==> src/rtl/ldu_pkg.sv <==
package ldu_pkg;
  typedef enum logic [1:0] {SZ_BYTE, SZ_HALF, SZ_WORD, SZ_DWORD} acc_size_e;
  typedef enum logic [1:0] {ST_IDLE, ST_REQ, ST_WAIT, ST_WB} ldu_state_e;
endpackage

==> src/rtl/ldu_form_check.sv <==
module ldu_form_check #(
  parameter int REG_W = 5
) (
  input  logic [REG_W-1:0] ra_idx_i,
  input  logic [REG_W-1:0] rt_idx_i,
  output logic             bad_o
);
  always_comb bad_o = (ra_idx_i == '0) || (ra_idx_i == rt_idx_i);
endmodule

==> src/rtl/ldu_update.sv <==
module ldu_update #(
  parameter int XLEN   = 64,
  parameter int DISP_W = 16
) (
  input  logic [XLEN-1:0]   ra_val_i,
  input  logic [XLEN-1:0]   rb_val_i,
  input  logic [DISP_W-1:0] disp_i,
  input  logic              indexed_i,
  input  logic              dword_i,
  output logic [XLEN-1:0]   sum_o
);
  logic [DISP_W-1:0] disp_eff;
  logic [XLEN-1:0]   offset;

  always_comb begin
    // doubleword immediate: field scaled by 4, top two raw bits dropped
    disp_eff = dword_i ? {disp_i[DISP_W-3:0], 2'b00} : disp_i;
    offset   = indexed_i ? rb_val_i
                         : {{(XLEN-DISP_W){disp_eff[DISP_W-1]}}, disp_eff};
    sum_o    = ra_val_i + offset;
  end
endmodule

==> src/rtl/ldu_extend.sv <==
module ldu_extend
  import ldu_pkg::*;
#(
  parameter int XLEN = 64
) (
  input  acc_size_e       size_i,
  input  logic            signed_i,
  input  logic [XLEN-1:0] raw_i,
  output logic [XLEN-1:0] data_o
);
  always_comb begin
    unique case (size_i)
      SZ_BYTE:  data_o = {{(XLEN-8){1'b0}}, raw_i[7:0]};
      SZ_HALF:  data_o = {{(XLEN-16){signed_i & raw_i[15]}}, raw_i[15:0]};
      SZ_WORD:  data_o = {{(XLEN-32){signed_i & raw_i[31]}}, raw_i[31:0]};
      default:  data_o = raw_i;
    endcase
  end
endmodule

==> src/rtl/ldu_post_update.sv <==
module ldu_post_update
  import ldu_pkg::*;
#(
  parameter int XLEN   = 64,
  parameter int REG_W  = 5,
  parameter int DISP_W = 16
) (
  input  logic              clk_i,
  input  logic              rst_ni,
  input  logic              issue_valid_i,
  output logic              issue_ready_o,
  input  logic [1:0]        size_i,
  input  logic              signed_i,
  input  logic              indexed_i,
  input  logic [REG_W-1:0]  rt_idx_i,
  input  logic [REG_W-1:0]  ra_idx_i,
  input  logic [XLEN-1:0]   ra_val_i,
  input  logic [XLEN-1:0]   rb_val_i,
  input  logic [DISP_W-1:0] disp_i,
  output logic              mem_req_valid_o,
  input  logic              mem_req_ready_i,
  output logic [XLEN-1:0]   mem_req_addr_o,
  output logic [3:0]        mem_req_size_o,
  input  logic              mem_rsp_valid_i,
  input  logic [XLEN-1:0]   mem_rsp_data_i,
  output logic              rt_we_o,
  output logic [REG_W-1:0]  rt_idx_o,
  output logic [XLEN-1:0]   rt_data_o,
  output logic              ra_we_o,
  output logic [REG_W-1:0]  ra_idx_o,
  output logic [XLEN-1:0]   ra_data_o,
  output logic              done_o,
  output logic              illegal_o,
  output logic              busy_o
);
  ldu_state_e       state_q;
  acc_size_e        size_q;
  logic             signed_q;
  logic [REG_W-1:0] rt_idx_q, ra_idx_q;
  logic [XLEN-1:0]  addr_q, upd_q, data_q;
  logic             illegal_q;

  logic             bad_form;
  logic             issue_fire;
  logic [XLEN-1:0]  upd_sum;
  logic [XLEN-1:0]  ext_data;

  ldu_form_check #(.REG_W(REG_W)) u_form (
    .ra_idx_i (ra_idx_i),
    .rt_idx_i (rt_idx_i),
    .bad_o    (bad_form)
  );

  ldu_update #(.XLEN(XLEN), .DISP_W(DISP_W)) u_update (
    .ra_val_i  (ra_val_i),
    .rb_val_i  (rb_val_i),
    .disp_i    (disp_i),
    .indexed_i (indexed_i),
    .dword_i   (acc_size_e'(size_i) == SZ_DWORD),
    .sum_o     (upd_sum)
  );

  ldu_extend #(.XLEN(XLEN)) u_extend (
    .size_i   (size_q),
    .signed_i (signed_q),
    .raw_i    (mem_rsp_data_i),
    .data_o   (ext_data)
  );

  assign issue_fire = issue_valid_i && (state_q == ST_IDLE);

  always_ff @(posedge clk_i or negedge rst_ni) begin
    if (!rst_ni) begin
      state_q   <= ST_IDLE;
      size_q    <= SZ_BYTE;
      signed_q  <= 1'b0;
      rt_idx_q  <= '0;
      ra_idx_q  <= '0;
      addr_q    <= '0;
      upd_q     <= '0;
      data_q    <= '0;
      illegal_q <= 1'b0;
    end else begin
      illegal_q <= issue_fire && bad_form;
      unique case (state_q)
        ST_IDLE: if (issue_fire && !bad_form) begin
          size_q   <= acc_size_e'(size_i);
          signed_q <= signed_i;
          rt_idx_q <= rt_idx_i;
          ra_idx_q <= ra_idx_i;
          addr_q   <= ra_val_i;  // post-update: old base is the address
          upd_q    <= upd_sum;
          state_q  <= ST_REQ;
        end
        ST_REQ:  if (mem_req_ready_i) state_q <= ST_WAIT;
        ST_WAIT: if (mem_rsp_valid_i) begin
          data_q  <= ext_data;
          state_q <= ST_WB;
        end
        default: state_q <= ST_IDLE;
      endcase
    end
  end

  always_comb begin
    issue_ready_o   = (state_q == ST_IDLE);
    busy_o          = (state_q != ST_IDLE);
    mem_req_valid_o = (state_q == ST_REQ);
    mem_req_addr_o  = addr_q;
    mem_req_size_o  = 4'd1 << size_q;
    done_o          = (state_q == ST_WB);
    rt_we_o         = done_o;
    ra_we_o         = done_o;
    rt_idx_o        = rt_idx_q;
    ra_idx_o        = ra_idx_q;
    rt_data_o       = data_q;
    ra_data_o       = upd_q;
    illegal_o       = illegal_q;
  end
endmodule

==> config.mk <==
export PLATFORM = sky130hd
export DESIGN_NAME = ldu_post_update
export DESIGN_NICKNAME = d
export VERILOG_FILES = /design/src/rtl/ldu_pkg.sv /design/src/rtl/ldu_form_check.sv /design/src/rtl/ldu_update.sv /design/src/rtl/ldu_extend.sv /design/src/rtl/ldu_post_update.sv
export SDC_FILE = /design/constraint.sdc
export NUM_CORES = 1
export LEC_CHECK = 0
export ABC_AREA = 1
export BUFFER_PORTS_ARGS = -buffer_cell sky130_fd_sc_hd__buf_2
export CORE_MARGIN = 4
export CORE_UTILIZATION = 40
export CTS_CLUSTER_SIZE = 24
export DETAILED_ROUTE_END_ITERATION = 10
export SLEW_MARGIN = 20
export SYNTH_ARGS = -nofsm -noshare
export SYNTH_HDL_FRONTEND = slang
export SYNTH_SLANG_ARGS = --single-unit
export TNS_END_PERCENT = 100
==> constraint.sdc <==
create_clock -name clk_i -period 2.6 [get_ports clk_i]
set_input_delay 0.13 -clock clk_i [delete_from_list [all_inputs] [get_ports clk_i]]
set_output_delay 0.13 -clock clk_i [all_outputs]
set_load 0.01 [all_outputs]
==> results of run 1 <==
[kinds of logic (layout without fill, tap and decap cells)]
kind of cell    Yosys count  in the layout
simple gates           1316           1316
buf+inv                 462           1241
compound gates          230            230
flops                   208            208
fa+ha+maj                68             68
xor+xnor                 34             34
other cells               0              1
[cells in the final DEF (no fill, tap or decap), types with 13 or more instances in the layout]
| cell | netlist | routed |
|---|---|---|
| nor3_1 | 13 | 13 |
| buf_2 | 25 | 438 |
| a31oi_1 | 33 | 32 |
| nand2_2 | 19 | 19 |
| inv_1 | 391 | 391 |
| a211oi_1 | 15 | 15 |
| buf_4 | 6 | 210 |
| o21ai_1 | 27 | 27 |
| o21ai_0 | 103 | 102 |
| a21oi_1 | 45 | 45 |
| dlygate4sd3_1 | 0 | 144 |
| xnor2_1 | 30 | 30 |
| nand3_1 | 82 | 80 |
| nor2_1 | 188 | 187 |
| ha_1 | 67 | 67 |
| nand2_1 | 977 | 977 |
| clkbuf_16 | 0 | 26 |
| dfrtp_1 | 208 | 208 |
[worst max-delay path by stage]
stage | from | endpoint | depth (start not counted)
floorplan | indexed_i | ra_data_o[62] | 21
global placement | indexed_i | ra_data_o[54] | 19
detailed placement | indexed_i | ra_data_o[37] | 19
CTS | rb_val_i[0] | ra_data_o[54] | 19
global route | size_i[0] | ra_data_o[61] | 22
finish | rb_val_i[0] | ra_data_o[34] | 19
[repair_timing]
action,CTS,global route
resized for setup,0,3
endpoints found under the hold margin,219,0
setup endpoints to repair,0,4
hold buffers,144,0
[layer usage]
metal	up-vias	GRT usage [%]	part of all wire, %
met2	570	50.58	47
met1	7749	37.88	43
met4	0	8.579	3.2
li1	8577	-	-
met3	103	5.008	6.8
met5	-	0	0
[through the flow]
step                setup WS, ns  cells  power (mW)  cell area [sq um]
floorplan                 0.2184   2318       10.19              14670
global placement         -0.2992   3367       14.12              18860
detailed placement       -0.3068   3367       14.26              18860
CTS                       0.1462   3558       18.28              21180
global route            0.009320   3559       19.53              21190
finish                    0.1587   3559       18.18              21190
[state kept, by name, summed over array words and instances, names as in the netlist]
name and count:
rt_data_o 64, rt_idx_o 5, ra_idx_o 5, state_q 2, signed_q 1, mem_req_addr_o 64, illegal_o 1, ra_data_o 64
size_q 2
[area by class of cell]
class                   instances  share of cell area, %
repair buffers                800                  25.32
flip-flops and latches        208                  24.56
well taps                     461                  2.722
diodes                          1                0.01181
multi-input cells            1648                  36.26
clock inverters                13                 0.7675
inverters                     394                  7.002
clock buffers                  34                  3.354
[worst register-to-register path: stages (launching register included)]
cell and delay [ns]:
dfrtp_1 0.41, inv_1 0.09, ha_1 0.25, nand2_1 0.15
nor2_4 0.23, buf_12 0.35, o21bai_1 0.23, nand2_1 0.11
o21ai_0 0.09
[power by group through the flow]
| stage | registers, mW | clock network, mW | logic (mW) |
|---|---|---|---|
| 6_report | 5.68 | 3.76 | 8.74 |
| 5_1_grt | 5.86 | 3.97 | 9.70 |
| 3_5_place_dp | 5.69 | 0 | 8.57 |
| 2_1_floorplan | 6.37 | 0 | 3.82 |
| 4_1_cts | 5.66 | 3.84 | 8.77 |
| 3_3_place_gp | 5.64 | 0 | 8.49 |
==> results.cfg, run 1 <==
[status]
outcome = finished, final reports clean

[min_path]
hold_depth = 6
hold_path.class = input pin to register
worstHoldStart = indexed_i
hold_end = ra_data_o[0]

[setup_path]
reg2reg_from = state_q[0]
reg2reg_slack_ns = 0.56
cp_slowest_cell = dlygate4sd3_1
r2r_cells = 8
crit_chain = dlygate4sd3_1, buf_2, nand2_1, o31ai_1, ha_1, inv_1, fa_1, inv_1, buf_4, nand3_1, nand3_1, buf_4, nand2_1, nand2_1, nand3_1, nand2_1, nand2_1, nand3_1, nand2_1
critical_path.most_common_cell = nand2_1
r2r_end = state_q[0]
max_stage_delay_ns = 0.52
worst-setup-path-type = input pin to register
cp.arrival_ns = 2.90
critPathCaptureType = register
start_kind = input pin
cp.required_ns = 3.06
worst-path-buf-inv = 6
critPathTopFamily = simple AND/OR/NAND/NOR gates
crit_path_max_fanout = 3

[power]
pwr-share-comb_pct = 48.1
clkPwrFrac_pct = 20.7
p_int_mw = 10.48
peakVddDrop_mv = 0.5552
pwr-share-seq_pct = 31.3
p_leak_nw = 12.47
swShare_pct = 42.34
netSwitchingPower_mw = 7.696
powerDensity_nw_per_um2 = 857.8

[clocking]
cts_buffers = 26
cts_setup_buffers = 0
max-clock-path-buffers = 3
root_buffer = clkbuf_16
clk_latency_ns = 0.57
clk_pin_slew_worst_paths_ns = 0.06
cts.sinks = 208
cts.htree.levels = 1
cts_tree = done

[logic_synthesis]
yosys_warnings = 0
synth_area_sq_um = 14670
synth_fa_ha_area_share_pct = 5.849
synthMuxAreaShare_pct = 0
avgSynthCellArea_sq_um = 6.330
synth_top_family_by_area = simple AND/OR/NAND/NOR gates
synthXorXnorAreaFrac_pct = 2.029
synth_fp_nets = 2613
synthSimpleGateAreaFrac_pct = 35.84
synth_most_common_cell = nand2_1
synth_cell_types = 38
async_reset_ff_share_pct = 100.0
synth_compound_area_share_pct = 8.501
synth_top_cell_area_share_pct = 35.47
seq_area_frac_synth_pct = 35.47
synth_top_cells_by_area = dfrtp_1 35%, nand2_1 25%, inv_1 10%
synth_top_area_cell = dfrtp_1
ys_ff_latch = 208
synth_edf_count = 0
syn_inst = 2318
ys_top_cells_by_count = 977 x nand2_1, 391 x inv_1, 208 x dfrtp_1, 188 x nor2_1, 103 x o21ai_0
synth_ff_type = dfrtp_1

[drt]
first_pass_iters = 5
antenna_left = 0
wl_um = 60170
vias_per_cell = 4.776
vias = 17000
drt_iter0_markers = 989
wl_per_cell_um = 16.91
drc_errors = 0

[sta]
setup_violations = 0
fin_skew_ns = 0.01196
tns_ns = 0
period_minus_slack_ns = 2.441
period_share_pct = 93.89
slew_viol_final = 0
relSlewSlack_pct = 34.80
hold_violations = 0
tightestPinTransition_ns = 0.9678
max_freq_mhz = 409.6
hold_ws_ns = 0.08377
grt_setup_unrepaired = no

[job]
max_cap_viol_count = 0

[placement]
portBuffers = 439
place.gp.congestion = 0.9662
dp_hpwl_um = 47080

[global_route]
grt_overflow = 0
grt_max_degree = 88
grt_pass1_vias = 16980
grt_pass1_wl_um = 92760
grtUsageTotal_pct = 29.33
antenna_found_initial = 1

[floorplanning]
die_w_um = 199.5
ios = 440
initial_utilization_pct = 40.86
die-area_sq_um = 39810
core_area_sq_um = 35910
rows = 69
die_h_um = 199.5

[finish]
area_delta_synth_final_pct = 44.42
fillerInstances = 3507
fin_nets = 3373
multi_input_area_sq_um = 7685
drive_gt1_share_pct = 24.02
register_area_sq_um = 5205
utilization_pct = 59.01
(Power assumes the default switching activity.)
==> run 2: changes to the inputs <==
- ABC_AREA: 1 -> unset
- PLACE_DENSITY: unset -> 0.66
- REMOVE_ABC_BUFFERS: unset -> 1
==> run 2 against run 1 <==
The run now ends with negative setup slack left. Clock-buffer cell count grew 2. Sequential share of layout area grew 1.1 points. Clock power shrank 8.5%. Maximum frequency shrank 17%. Largest cell class unchanged. Worst hold slack lost 0.035 ns. Design area shrank 4.3%. Via count shrank 15%. Largest power group unchanged. Sequential cell count is the same. Sequential power is essentially flat. Setup slack lost 0.49 ns. Final cell count shrank 22%.
==> results.cfg, run 2 <==
[finish]
layout_common_cells = 434 x buf_2, 422 x nand2_1, 280 x buf_4
layout_commonest_cell = buf_2
drive_gt1_share_pct = 38.95
final_cells = 2789
area_delta_synth_final_pct = 63.16
finalInstanceArea_sq_um = 20280
fillerInstances = 2470
fin_nets = 2667

[clocking]
max-clock-path-buffers = 3
cts_buffers = 24
clk_pin_slew_worst_paths_ns = 0.06
cts.htree.levels = 1
cts.sinks = 208
root_buffer = clkbuf_16
cts_tree = done
clk_latency_ns = 0.53

[placement]
place_area_sq_um = 16860
portBuffers = 439
place.detailed.instances = 2550
dp_slack_ns = -0.9870
dp_hpwl_um = 37420
place.gp.congestion = 0.9359

[logic_synthesis]
synth_top_cell_area_share_pct = 41.87
synth_cell_types = 65
synth_top_family_by_area = simple AND/OR/NAND/NOR gates
syn_inst = 1547
synth_top_cells_by_area = dfrtp_1 42%, nand2_1 13%, a21oi_1 7.0%
synthSimpleGateAreaFrac_pct = 20.42
async_reset_ff_share_pct = 100.0
avgSynthCellArea_sq_um = 8.036
synthXorXnorAreaFrac_pct = 4.438
seq_area_frac_synth_pct = 41.87
synth_compound_area_share_pct = 20.10
synth_ff_type = dfrtp_1
ys_top_cells_by_count = 433 x nand2_1, 208 x dfrtp_1, 175 x a21oi_1, 105 x o21ai_0, 92 x nor2_1
synthMuxAreaShare_pct = 1.127
synth_most_common_cell = nand2_1
ys_ff_latch = 208
yosys_warnings = 0
synth_area_sq_um = 12430
synth_fa_ha_area_share_pct = 6.904
synth_edf_count = 0
synth_top_area_cell = dfrtp_1

[sta]
relSlewSlack_pct = 51.89
grt_setup_unrepaired = yes
period_share_pct = 112.9
hold_violations = 0
period_minus_slack_ns = 2.935
fin_skew_ns = 0.01474
layout_setup_ws_ns = -0.3349
tightestPinTransition_ns = 0.7217
setup_violations = 23
slew_viol_final = 0
max_freq_mhz = 340.7

[setup_path]
critical_path.most_common_cell = buf_12
cp.required_ns = 3.08
start_kind = input pin
reg2reg_from = state_q[0]
crit_start = indexed_i
crit_path_max_fanout = 8
worst-setup-path-type = input pin to register
cp.arrival_ns = 3.41
crit_chain = buf_6, buf_12, a211oi_4, buf_12, buf_12, buf_6, a21oi_2, ha_4, buf_4, nand2_2, nor2_4, nand3_2, or2_4, nand2b_4, a21o_1, nand4_1, a311oi_2, or4_4, nand3_2
critPathCaptureType = register
r2r_end = mem_req_addr_o[0]
cp_slowest_cell = or4_4
max_stage_delay_ns = 0.56
r2r_cells = 8
reg2reg_slack_ns = 0.30

[drt]
wl_met3_um = 4402
first_pass_iters = 6
drt_iter0_markers = 888
wl_per_cell_um = 18.53
antenna_left = 0
vias = 14390
vias_per_cell = 5.158
drc_errors = 0
routed.top_layer = met5
wl_um = 51680
m1WireLength_um = 19790
met2WireLength_um = 25360

[floorplanning]
rows = 64
initial_utilization_pct = 40.64
die-area_sq_um = 33960
die_h_um = 184.3
core_area_sq_um = 30590
ios = 440
die_w_um = 184.3

[power]
pwr-share-comb_pct = 48.6
clkPwrFrac_pct = 19.4
p_int_mw = 10.49
p_leak_nw = 10.69
pwr-share-seq_pct = 32.0
swShare_pct = 40.92
peakVddDrop_mv = 0.5446
powerDensity_nw_per_um2 = 875.7
netSwitchingPower_mw = 7.269

[global_route]
grt_max_degree = 106
grt_pass1_vias = 14760
grtUsageTotal_pct = 28.83
grt_pass1_wl_um = 78690
antenna_found_initial = 11
grt_overflow = 0

[min_path]
worstHoldStart = ra_val_i[1]
hold_path.class = input pin to register
hold_depth = 4
hold_end = mem_req_addr_o[1]

[status]
outcome = finished, violations left
violations = negative setup slack

[job]
max_cap_viol_count = 0
[run 2: cell types whose count changed after synthesis, sizes merged, moves of 14 or more]
cell / delta
o21ai: -15
nor2: -102
inv: -318
a31oi: -21
a21oi: +133
nand3: -75
clkbuf: +38
buf: -17
mux2i: +14
a21o: +39
nand2: -562
nor2b: +15
xor2: +29
nand4: +15
[run 2: worst max-delay path by stage]
stage               cells after the start            end  slack (ns)
global placement                       16  ra_data_o[56]       -0.92
floorplan                              14  ra_data_o[49]       -3.32
global route                           15  ra_data_o[61]       -0.42
CTS                                    17  ra_data_o[61]       -0.21
finish                                 19  ra_data_o[60]       -0.33
detailed placement                     16  ra_data_o[56]       -0.99
[run 2: power by group through the flow]
| stage | clock network [mW] | logic (mW) | registers (mW) |
|---|---|---|---|
| CTS | 3.52 | 8.32 | 5.65 |
| global route | 3.67 | 9.48 | 5.85 |
| global placement | 0 | 7.76 | 5.63 |
| detailed placement | 0 | 7.91 | 5.67 |
| floorplan | 0 | 3.30 | 6.36 |
| finish | 3.44 | 8.63 | 5.69 |
[run 2: cell type report]
cell class,count,area [sq um],share of cell area (%)
Multi-Input combinational cell,1175,7347,36.22
Timing Repair Buffer,888,6153,30.34
Sequential cell,208,5205,25.66
Clock buffer,36,726.9,3.584
Tap cell,396,495.5,2.443
Inverter,75,281.5,1.388
Clock inverter,8,67.56,0.3331
Antenna cell,3,7.507,0.03701
[run 2: timing repair]
item / CTS / global route
gates resized for setup: 114 / 104
setup endpoints to repair: 36 / 41
hold buffers: 143 / 0
endpoints found under the hold margin: 230 / 0
buffers inserted: 26 / 23
cloned: 2 / 0
pin swaps: 77 / 78
[run 2: logic make-up (layout without fill, tap and decap cells)]
group                    Yosys count  count (layout)
AO/OA/AOI/OAI                    415             415
XOR/XNOR                          63              63
adder cells (fa/ha/maj)           68              68
buffers and inverters            164            1007
flip-flops                       208             208
multiplexers                      14              14
other                              0               3
AND/OR/NAND/NOR                  615             615
[run 2: metal layers]
layer | up-vias | track usage [%]
met1 | 6777 | 33.32
met5 | - | 0
li1 | 6876 | -
met3 | 138 | 8.289
met4 | 18 | 9.435
met2 | 576 | 51.41
[run 2: metrics by stage]
| stage | hold slack (ns) | setup TNS (ns) | total power [mW] | utilization (%) |
|---|---|---|---|---|
| floorplan | -0.1656 | -361.66 | 9.666 | - |
| global placement | 0.2017 | -29.76 | 13.38 | 55.11 |
| detailed placement | 0.2096 | -31.89 | 13.58 | 55.11 |
| CTS | 0.03391 | -1.706 | 17.49 | 64.48 |
| global route | 0.08106 | -6.620 | 18.99 | 66.30 |
| finish | 0.04845 | -3.172 | 17.76 | 66.31 |
[run 2: critical path: cells and delay by family]
| family | cells | cell delay (ns) |
|---|---|---|
| AO/OA/AOI/OAI | 4 | 0.69 |
| adder cells (fa/ha/maj) | 1 | 0.33 |
| buffers and inverters | 6 | 0.75 |
| AND/OR/NAND/NOR | 8 | 1.48 |
